--- config.mk ---
export PLATFORM = sky130hd
export DESIGN_NAME = sbus_loader
export DESIGN_NICKNAME = d
export VERILOG_FILES = /design/src/rtl/sbus_pkg.sv /design/src/rtl/sbus_gate_ctl.sv /design/src/rtl/sbus_opdecode.sv /design/src/rtl/sbus_chan_switch.sv /design/src/rtl/sbus_loader.sv
export SDC_FILE = /design/constraint.sdc
export NUM_CORES = 1
export LEC_CHECK = 0
export BUFFER_PORTS_ARGS = -buffer_cell sky130_fd_sc_hd__clkbuf_2
export CAP_MARGIN = 10
export CORE_UTILIZATION = 40
export CTS_BUF_LIST = sky130_fd_sc_hd__clkbuf_8
export DETAILED_ROUTE_END_ITERATION = 7
export GPL_TIMING_DRIVEN = 0
export HOLD_SLACK_MARGIN = 0.1
export PLACE_DENSITY = 0.7
export SKIP_CTS_REPAIR_TIMING = 1
export SYNTH_ARGS = -nofsm -noshare
export SYNTH_HDL_FRONTEND = slang
export SYNTH_SLANG_ARGS = --single-unit
--- constraint.sdc ---
create_clock -name clk -period 1.3 [get_ports clk]
set_clock_uncertainty 0.05 [all_clocks]
set_input_delay 0.065 -clock clk [delete_from_list [all_inputs] [get_ports clk]]
set_output_delay 0.065 -clock clk [all_outputs]
set_load 0.01 [all_outputs]
--- src/rtl/sbus_pkg.sv ---
package sbus_pkg;
  localparam int WORD_W = 36;
  localparam int IR_W   = 10;
  typedef logic [0:WORD_W-1] word_t;
  typedef logic [0:IR_W-1]   ir_t;
endpackage

--- src/rtl/sbus_gate_ctl.sv ---
module sbus_gate_ctl #(
  parameter int NPH       = 8,
  parameter int PH_I_GATE = 1,
  parameter int PH_I_LOAD = 2,
  parameter int PH_E_GATE = 5,
  parameter int PH_E_LOAD = 6
) (
  input  logic           clk,
  input  logic           rst,
  input  logic           cyc_instr,
  input  logic           cyc_exec,
  input  logic           store_ctl,
  input  logic [NPH-1:0] phase,
  output logic           gate_q,
  output logic           load_en
);
  logic exec_rd, reading, set_gate;

  assign exec_rd  = cyc_exec & ~store_ctl;
  assign reading  = cyc_instr | exec_rd;
  assign set_gate = (cyc_instr & phase[PH_I_GATE]) | (exec_rd & phase[PH_E_GATE]);
  assign load_en  = gate_q & ((cyc_instr & phase[PH_I_LOAD]) | (exec_rd & phase[PH_E_LOAD]));

  always_ff @(posedge clk) begin
    if (rst) gate_q <= 1'b0;
    else     gate_q <= set_gate | (gate_q & reading);
  end
endmodule

--- src/rtl/sbus_opdecode.sv ---
module sbus_opdecode
  import sbus_pkg::*;
#(
  parameter int NPH      = 8,
  parameter int PH_I_DEC = 3
) (
  input  logic           clk,
  input  logic           rst,
  input  logic           cyc_instr,
  input  logic           gate_q,
  input  logic [NPH-1:0] phase,
  input  word_t          cpu_bus,
  output ir_t            ireg
);
  ir_t nxt;
  logic prefix;

  assign prefix = cpu_bus[1] | cpu_bus[2];

  always_comb begin
    nxt = '0;
    if (prefix) begin
      nxt[0] = cpu_bus[0];
      nxt[8] = cpu_bus[1];
      nxt[9] = cpu_bus[2];
    end else begin
      nxt[0] = cpu_bus[0];
      for (int i = 1; i < IR_W; i++) nxt[i] = cpu_bus[i+2];
    end
  end

  always_ff @(posedge clk) begin
    if (rst)                                      ireg <= '0;
    else if (cyc_instr & gate_q & phase[PH_I_DEC]) ireg <= nxt;
  end
endmodule

--- src/rtl/sbus_chan_switch.sv ---
module sbus_chan_switch
  import sbus_pkg::*;
#(
  parameter int ADDR_LO = 21,
  localparam int ADDR_W = WORD_W - ADDR_LO
) (
  input  logic              clk,
  input  logic              rst,
  input  logic              cyc_chan,
  input  logic              cyc_exec,
  input  logic              load_chan_op,
  input  logic              lookahead_op,
  input  word_t             sbus,
  output logic              data_en,
  output word_t             data_q,
  output logic              addr_en,
  output logic [0:ADDR_W-1] addr_q
);
  logic d_open;
  assign d_open = cyc_chan | (cyc_exec & load_chan_op);

  always_ff @(posedge clk) begin
    if (rst) begin
      data_en <= 1'b0;
      data_q  <= '0;
      addr_en <= 1'b0;
      addr_q  <= '0;
    end else begin
      data_en <= d_open;
      data_q  <= d_open ? sbus : '0;
      addr_en <= lookahead_op;
      addr_q  <= lookahead_op ? sbus[ADDR_LO:WORD_W-1] : '0;
    end
  end
endmodule

--- src/rtl/sbus_loader.sv ---
module sbus_loader
  import sbus_pkg::*;
#(
  parameter int NPH       = 8,
  parameter int PH_I_GATE = 1,
  parameter int PH_I_LOAD = 2,
  parameter int PH_I_DEC  = 3,
  parameter int PH_E_GATE = 5,
  parameter int PH_E_LOAD = 6,
  parameter int ADDR_LO   = 21,
  localparam int ADDR_W   = WORD_W - ADDR_LO
) (
  input  logic              clk,
  input  logic              rst,
  input  logic              cyc_instr,
  input  logic              cyc_exec,
  input  logic              cyc_chan,
  input  logic              store_ctl,
  input  logic              load_chan_op,
  input  logic              lookahead_op,
  input  logic [NPH-1:0]    phase,
  input  logic [0:WORD_W-1] sbus,
  output logic              cpu_gate,
  output logic [0:WORD_W-1] sreg,
  output logic [0:IR_W-1]   ireg,
  output logic              chan_data_en,
  output logic [0:WORD_W-1] chan_data,
  output logic              chan_addr_en,
  output logic [0:ADDR_W-1] chan_addr
);
  logic  load_en;
  word_t cpu_bus;

  sbus_gate_ctl #(
    .NPH(NPH), .PH_I_GATE(PH_I_GATE), .PH_I_LOAD(PH_I_LOAD),
    .PH_E_GATE(PH_E_GATE), .PH_E_LOAD(PH_E_LOAD)
  ) u_gate (
    .clk(clk), .rst(rst), .cyc_instr(cyc_instr), .cyc_exec(cyc_exec),
    .store_ctl(store_ctl), .phase(phase), .gate_q(cpu_gate), .load_en(load_en)
  );

  assign cpu_bus = cpu_gate ? sbus : '0;

  always_ff @(posedge clk) begin
    if (rst)          sreg <= '0;
    else if (load_en) sreg <= cpu_bus;
  end

  sbus_opdecode #(.NPH(NPH), .PH_I_DEC(PH_I_DEC)) u_dec (
    .clk(clk), .rst(rst), .cyc_instr(cyc_instr), .gate_q(cpu_gate),
    .phase(phase), .cpu_bus(cpu_bus), .ireg(ireg)
  );

  sbus_chan_switch #(.ADDR_LO(ADDR_LO)) u_chan (
    .clk(clk), .rst(rst), .cyc_chan(cyc_chan), .cyc_exec(cyc_exec),
    .load_chan_op(load_chan_op), .lookahead_op(lookahead_op), .sbus(sbus),
    .data_en(chan_data_en), .data_q(chan_data), .addr_en(chan_addr_en),
    .addr_q(chan_addr)
  );
endmodule

==> results of run 1 <==
## logic make-up (layout without fill, tap and decap cells)
logic type             Yosys count  in the layout  synth area share [%]
AND/OR/NAND/NOR                117            117                  20.0
AO/OA/AOI/OAI                   86             86                  14.2
buffers and inverters           29            234                  5.33
flip-flops                     100            100                  60.4
## metal layers
| layer | vias up | global-route usage (%) | wire [microns] |
|---|---|---|---|
| li1 | 1547 | - | - |
| met1 | 1432 | 25.0 | 4010 |
| met2 | 129 | 32.9 | 4490 |
| met3 | 19 | 3.66 | 507 |
| met4 | 0 | 8.85 | 229 |
| met5 | - | 0 | 0 |
## flip-flops by register name, indices dropped and copies added, names as in the netlist
name and flops:
u_chan.data_en 1, u_chan.data_q 36, u_chan.addr_en 1, u_dec.ireg 10, u_gate.gate_q 1, u_chan.addr_q 15, sreg 36
## stage by stage
stage	instance area [sq um]	util (%)	hold WS, ps	power [mW]
4_1_cts	4410	56.2	-143	6.08
2_1_floorplan	3310	-	137	3.53
6_report	4900	62.4	108	6.16
5_1_grt	4900	62.4	111	6.39
3_5_place_dp	4180	53.2	237	3.81
3_3_place_gp	4180	53.2	236	3.80
## cells in the mapped netlist, types with 3 or more instances
library cell and count:
a21oi_1 46, and2_1 49, buf_2 12, buf_4 5, buf_6 3, clkbuf_1 6
dfxtp_1 100, nand2_1 9, nand3_1 43, nor2_1 3, nor3_1 4, o211ai_1 12
o21ai_0 18, o21ai_1 7
## area by class of cell
type	instances	area (sq um)	share of cell area, %
Tap cell	102	128	2.61
Timing Repair Buffer	190	1170	23.9
Sequential cell	100	2000	40.9
Inverter	2	7.51	0.153
Buffer	27	196	4.01
Clock buffer	9	124	2.53
Multi-Input combinational cell	203	1160	23.6
Clock inverter	6	111	2.27
## power groups by stage
stage          clock network (mW)  registers, mW  logic (mW)
6_report                     2.30           3.21       0.645
5_1_grt                      2.47           3.22       0.699
4_1_cts                      2.34           3.21       0.526
3_5_place_dp                    0           3.28       0.525
3_3_place_gp                    0           3.28       0.518
2_1_floorplan                   0           3.34       0.193
## worst max-delay path, stage by stage, from the launching register on
cell	delay, ps
dfxtp_2	370
buf_8	160
nand4b_4	180
buf_4	230
nand3_1	100
a21oi_1	80
## worst max path at each step
stage	startpoint	end	slack, ps	cells past startpoint
after floorplan	u_gate.gate_q$_SDFF_PP0_	sreg[25]$_SDFFE_PP0P_	20	5
after global placement	u_gate.gate_q$_SDFF_PP0_	sreg[17]$_SDFFE_PP0P_	-180	5
after detailed placement	u_gate.gate_q$_SDFF_PP0_	sreg[29]$_SDFFE_PP0P_	-210	5
after CTS	u_gate.gate_q$_SDFF_PP0_	sreg[2]$_SDFFE_PP0P_	-230	5
after global routing	u_gate.gate_q$_SDFF_PP0_	sreg[3]$_SDFFE_PP0P_	-50	5
final	u_gate.gate_q$_SDFF_PP0_	sreg[3]$_SDFFE_PP0P_	-3	5
==> impl_metrics.tcl, run 1 <==
set metrics [dict create \
    fillCellCount 687 \
    drv_slew 0 \
    crit_arrival_ps 1470 \
    cts_tree "done" \
    worstMarginPinSlew_ps 506 \
    ant_nets 0 \
    pwr-share-seq_pct 52.2 \
    die_area_sq_mm 0.00865 \
    run_status "finished with violations" \
    hold_end "u_dec.ireg[7]$_SDFFE_PP0P_" \
    r2r_cells 5 \
    final_nets 585 \
    drive_gt1_share_pct 35.6 \
    synth_top_area_share_pct 60.4 \
    insertion_delay_ps 350 \
    critPathRequiredTime_ps 1470 \
    ys_seq_area_share_pct 60.4 \
    syn_area_sq_mm 0.00331 \
    fin_ws_ps -2.70 \
    clk_pin_slew_worst_paths_ps 90 \
    rows 32 \
    tns_ps -2.70 \
    worstHoldStart "phase[3]" \
    ir_drop_uv 553 \
    drt-total-wl_microns 9240 \
    die_w_microns 93.0 \
    die_h_microns 93.0 \
    layout_common_cells "clkbuf_2, dfxtp_1, and2_1, a21oi_1, nand3_1" \
    ctsLongestPathBuffers 2 \
    ys_types 24 \
    io_buffers 147 \
    htreeDepth 3 \
    synthTopCellsByArea "dfxtp_1, and2_1, a21oi_1" \
    ys_ff_latch 100 \
    rr_endpoint "sreg[3]$_SDFFE_PP0P_" \
    leakage_nw 2.19 \
    ys.flop_type "dfxtp_1" \
    r2r_setup_slack_ps -3 \
    max_freq_mhz 768 \
    grt-ovfl-total 0 \
    powerDensity_mw_per_mm2 1260 \
    max_cap_viol_count 0 \
    power_switching_mw 1.40 \
    hold_depth 4 \
    clockRootBuffer "clkbuf_8" \
    synthCells 332 \
    n_antenna_cell 0 \
    cp-end-kind "flip-flop" \
    syn_to_final_growth_pct 47.9 \
    final_common_cell "clkbuf_2" \
    min_path_type "in -> reg" \
    vias_per_cell 4.89 \
    post-route-min-period_ps 1300 \
    path_max_fanout 10 \
    synth-edff-count 0 \
    core_sq_mm 0.00785 \
    failed_checks "negative setup slack" \
    grt_pass1_vias 2725 \
    r2r-start "u_gate.gate_q$_SDFF_PP0_" \
    ys_warn_count 0 \
    comb_power_share_pct 10.5 \
    synth_top_area_cell "dfxtp_1" \
    gp_congestion 0.781 \
    async_reset_ff_share_pct 0 \
    start_util_pct 42.2 \
    cts_buffers 9 \
    post_drt_wl_per_cell_microns 14.5 \
    p_int_mw 4.75 \
    critPathLaunchType "flip-flop" \
    place_ws_ps -205 \
    grt_max_degree 17 \
    route.vias.total 3127 \
    placed_cells 581 \
    min_period_over_period_pct 100 \
    num_io_pins 152 \
    avgSynthCellArea_sq_um 9.98 \
    final-hold-violation-count 0 \
    stdcell_count 639 \
    p_clk_share_pct 37.3 \
    dr.pass1.iters 5 \
    antenna_found_initial 0 \
    max-slew-margin-rel_pct 66.2 \
    drt-initial-drc-count 71 \
    sw_frac_of_total_pct 22.8 \
    grt_usage_pct 19.8 \
    syn_nets 384 \
    dp.final_hpwl_microns 6490 \
    rsz0062_at_grt "true" \
    drcViolationCount 0 \
    setup_violations 1 \
    critPathKind "reg -> reg" \
    grt_pass1_wl_microns 13300 \
    cts_sinks 100 \
]
Note: power is estimated with default switching activity, not from simulation.
==> inputs of run 2 (changes only) <==
==> constraint.sdc (replaced) <==
create_clock -name clk -period 1.3 [get_ports clk]
set_clock_uncertainty 0.05 [all_clocks]
set_input_delay 0.065 -clock clk [delete_from_list [all_inputs] [get_ports clk]]
set_output_delay 0.065 -clock clk [all_outputs]
set_load 0.1 [all_outputs]
==> run 2 against run 1 <==
Critical path type unchanged. Clock power down 17%. Count of clock-buffer cells in the layout stayed put. Non-clock buffer count is 6 higher. The flow still finishes with violations (negative setup slack). Worst setup slack worse by 9.1 ps.
==> impl_metrics.tcl, run 2 (synthesis gave the netlist of run 1 again) <==
set metrics [dict create \
    crit_slowest_cell "dfxtp_4" \
    drcViolationCount 0 \
    critPathLaunchType "flip-flop" \
    die_area_sq_mm 0.00865 \
    grt-ovfl-total 0 \
    critPathKind "reg -> reg" \
    syn_to_final_growth_pct 52.3 \
    clk_pin_slew_worst_paths_ps 100 \
    ant_nets 0 \
    htreeDepth 3 \
    tns_ps -11.8 \
    grt_usage_pct 20.2 \
    n_antenna_cell 0 \
    die_w_microns 93.0 \
    grt_pass1_wl_microns 13400 \
    grt_pass1_vias 2770 \
    layout_common_cells "clkbuf_2, dfxtp_1, and2_1, a21oi_1, buf_2" \
    critPathRequiredTime_ps 1470 \
    cts_tree "done" \
    route.vias.total 3182 \
    drt-initial-drc-count 73 \
    max-slew-margin-rel_pct 58.0 \
    cpPeakStageDelay_ps 370 \
    num_io_pins 152 \
    sw_frac_of_total_pct 33.3 \
    p_int_mw 4.39 \
    p_clk_share_pct 29.2 \
    grt_max_degree 17 \
    insertion_delay_ps 350 \
    max_freq_mhz 762 \
    finalInstanceArea_sq_mm 0.00504 \
    vias_per_cell 4.93 \
    leakage_nw 2.27 \
    final_common_cell "clkbuf_2" \
    powerDensity_mw_per_mm2 1300 \
    cp-end-kind "flip-flop" \
    drive_gt1_share_pct 40.3 \
    crit_arrival_ps 1480 \
    gp_congestion 0.858 \
    rsz0062_at_grt "true" \
    io_buffers 147 \
    worstMarginPinSlew_ps 628 \
    fin_ws_ps -11.8 \
    drv_slew 0 \
    place_ws_ps -95.2 \
    stdcell_count 646 \
    cts_sinks 100 \
    die_h_microns 93.0 \
    dr.pass1.iters 5 \
    min_period_over_period_pct 101 \
    placed_cell_area_sq_mm 0.00423 \
    start_util_pct 42.2 \
    setup_violations 1 \
    final_nets 592 \
    clockRootBuffer "clkbuf_8" \
    pwr-share-seq_pct 48.9 \
    power_switching_mw 2.19 \
    drt-total-wl_microns 9720 \
    top_regs "sreg (36), u_chan.data_q (36), u_chan.addr_q (15)" \
    max_cap_viol_count 0 \
    post_drt_wl_per_cell_microns 15.0 \
    fin_util_pct 64.3 \
    cts_buffers 9 \
    comb_power_share_pct 21.9 \
    core_sq_mm 0.00785 \
    ctsLongestPathBuffers 2 \
    placed_cells 581 \
    min_path_type "in -> reg" \
    final-hold-violation-count 0 \
    antenna_found_initial 0 \
    failed_checks "negative setup slack" \
    ir_drop_uv 479 \
    dp.final_hpwl_microns 6610 \
    cp_cell_sequence "and3_1, buf_6, buf_8, o211ai_1, a21oi_1" \
    post-route-min-period_ps 1310 \
    fin_total_pwr_mw 6.58 \
    hold_slack_ps 109 \
    rows 32 \
    run_status "finished with violations" \
    path_max_fanout 10 \
]
-- run 2: cell count changes in the layout (fill, tap and decap cells not counted), moves of 2 or more --
cell | before | now
nand3_2 | 0 | 10
buf_6 | 3 | 11
buf_2 | 7 | 41
dfxtp_2 | 1 | 6
a21oi_1 | 46 | 42
nand3_1 | 43 | 33
clkbuf_2 | 147 | 105
bufinv_16 | 3 | 1
dfxtp_1 | 99 | 93
o21ai_1 | 13 | 23
a21oi_2 | 0 | 4
clkbuf_4 | 1 | 7
o21ai_0 | 12 | 1
-- run 2: routing by layer --
metal	vias to the layer above	global-route usage, %	share of wire, %
met5	-	0	0
met4	0	7.69	1.6
li1	1568	-	-
met2	128	33.8	49
met1	1469	25.0	44
met3	17	4.96	5.4
-- run 2: cell type report --
class / instances / area [sq um]
fillers: 656 / 2800
flip-flops and latches: 100 / 2010
multi-input cells: 204 / 1240
repair buffers: 196 / 1240
plain buffers: 27 / 228
well taps: 102 / 128
clock buffers: 9 / 124
clock inverters: 6 / 66.3
inverters: 2 / 7.51
-- run 2: worst max-delay path: cells and delay by family (launching register included) --
family | cells | cell delay, ps
AND/OR/NAND/NOR | 1 | 150
AO/OA/AOI/OAI | 2 | 320
buffers and inverters | 2 | 290
flip-flops | 1 | 370
-- run 2: final timing paths --
kind | from | to | slack [ps] | depth (start not counted)
min reg2reg | u_dec.ireg[6]$_SDFFE_PP0P_ | u_dec.ireg[6]$_SDFFE_PP0P_ | 410 | 2
max reg2reg | u_gate.gate_q$_SDFF_PP0_ | sreg[11]$_SDFFE_PP0P_ | -10 | 5
max | u_gate.gate_q$_SDFF_PP0_ | sreg[11]$_SDFFE_PP0P_ | -10 | 5
min | phase[3] | u_dec.ireg[2]$_SDFFE_PP0P_ | 110 | 4
-- run 2: power by group through the flow --
stage	Sequential, mW	Combinational [mW]	Clock [mW]
after detailed placement	3.29	1.29	0
after global routing	3.23	1.50	2.06
after global placement	3.28	1.28	0
after CTS	3.22	1.29	1.95
after floorplan	4.10	0.202	0
final	3.22	1.44	1.92
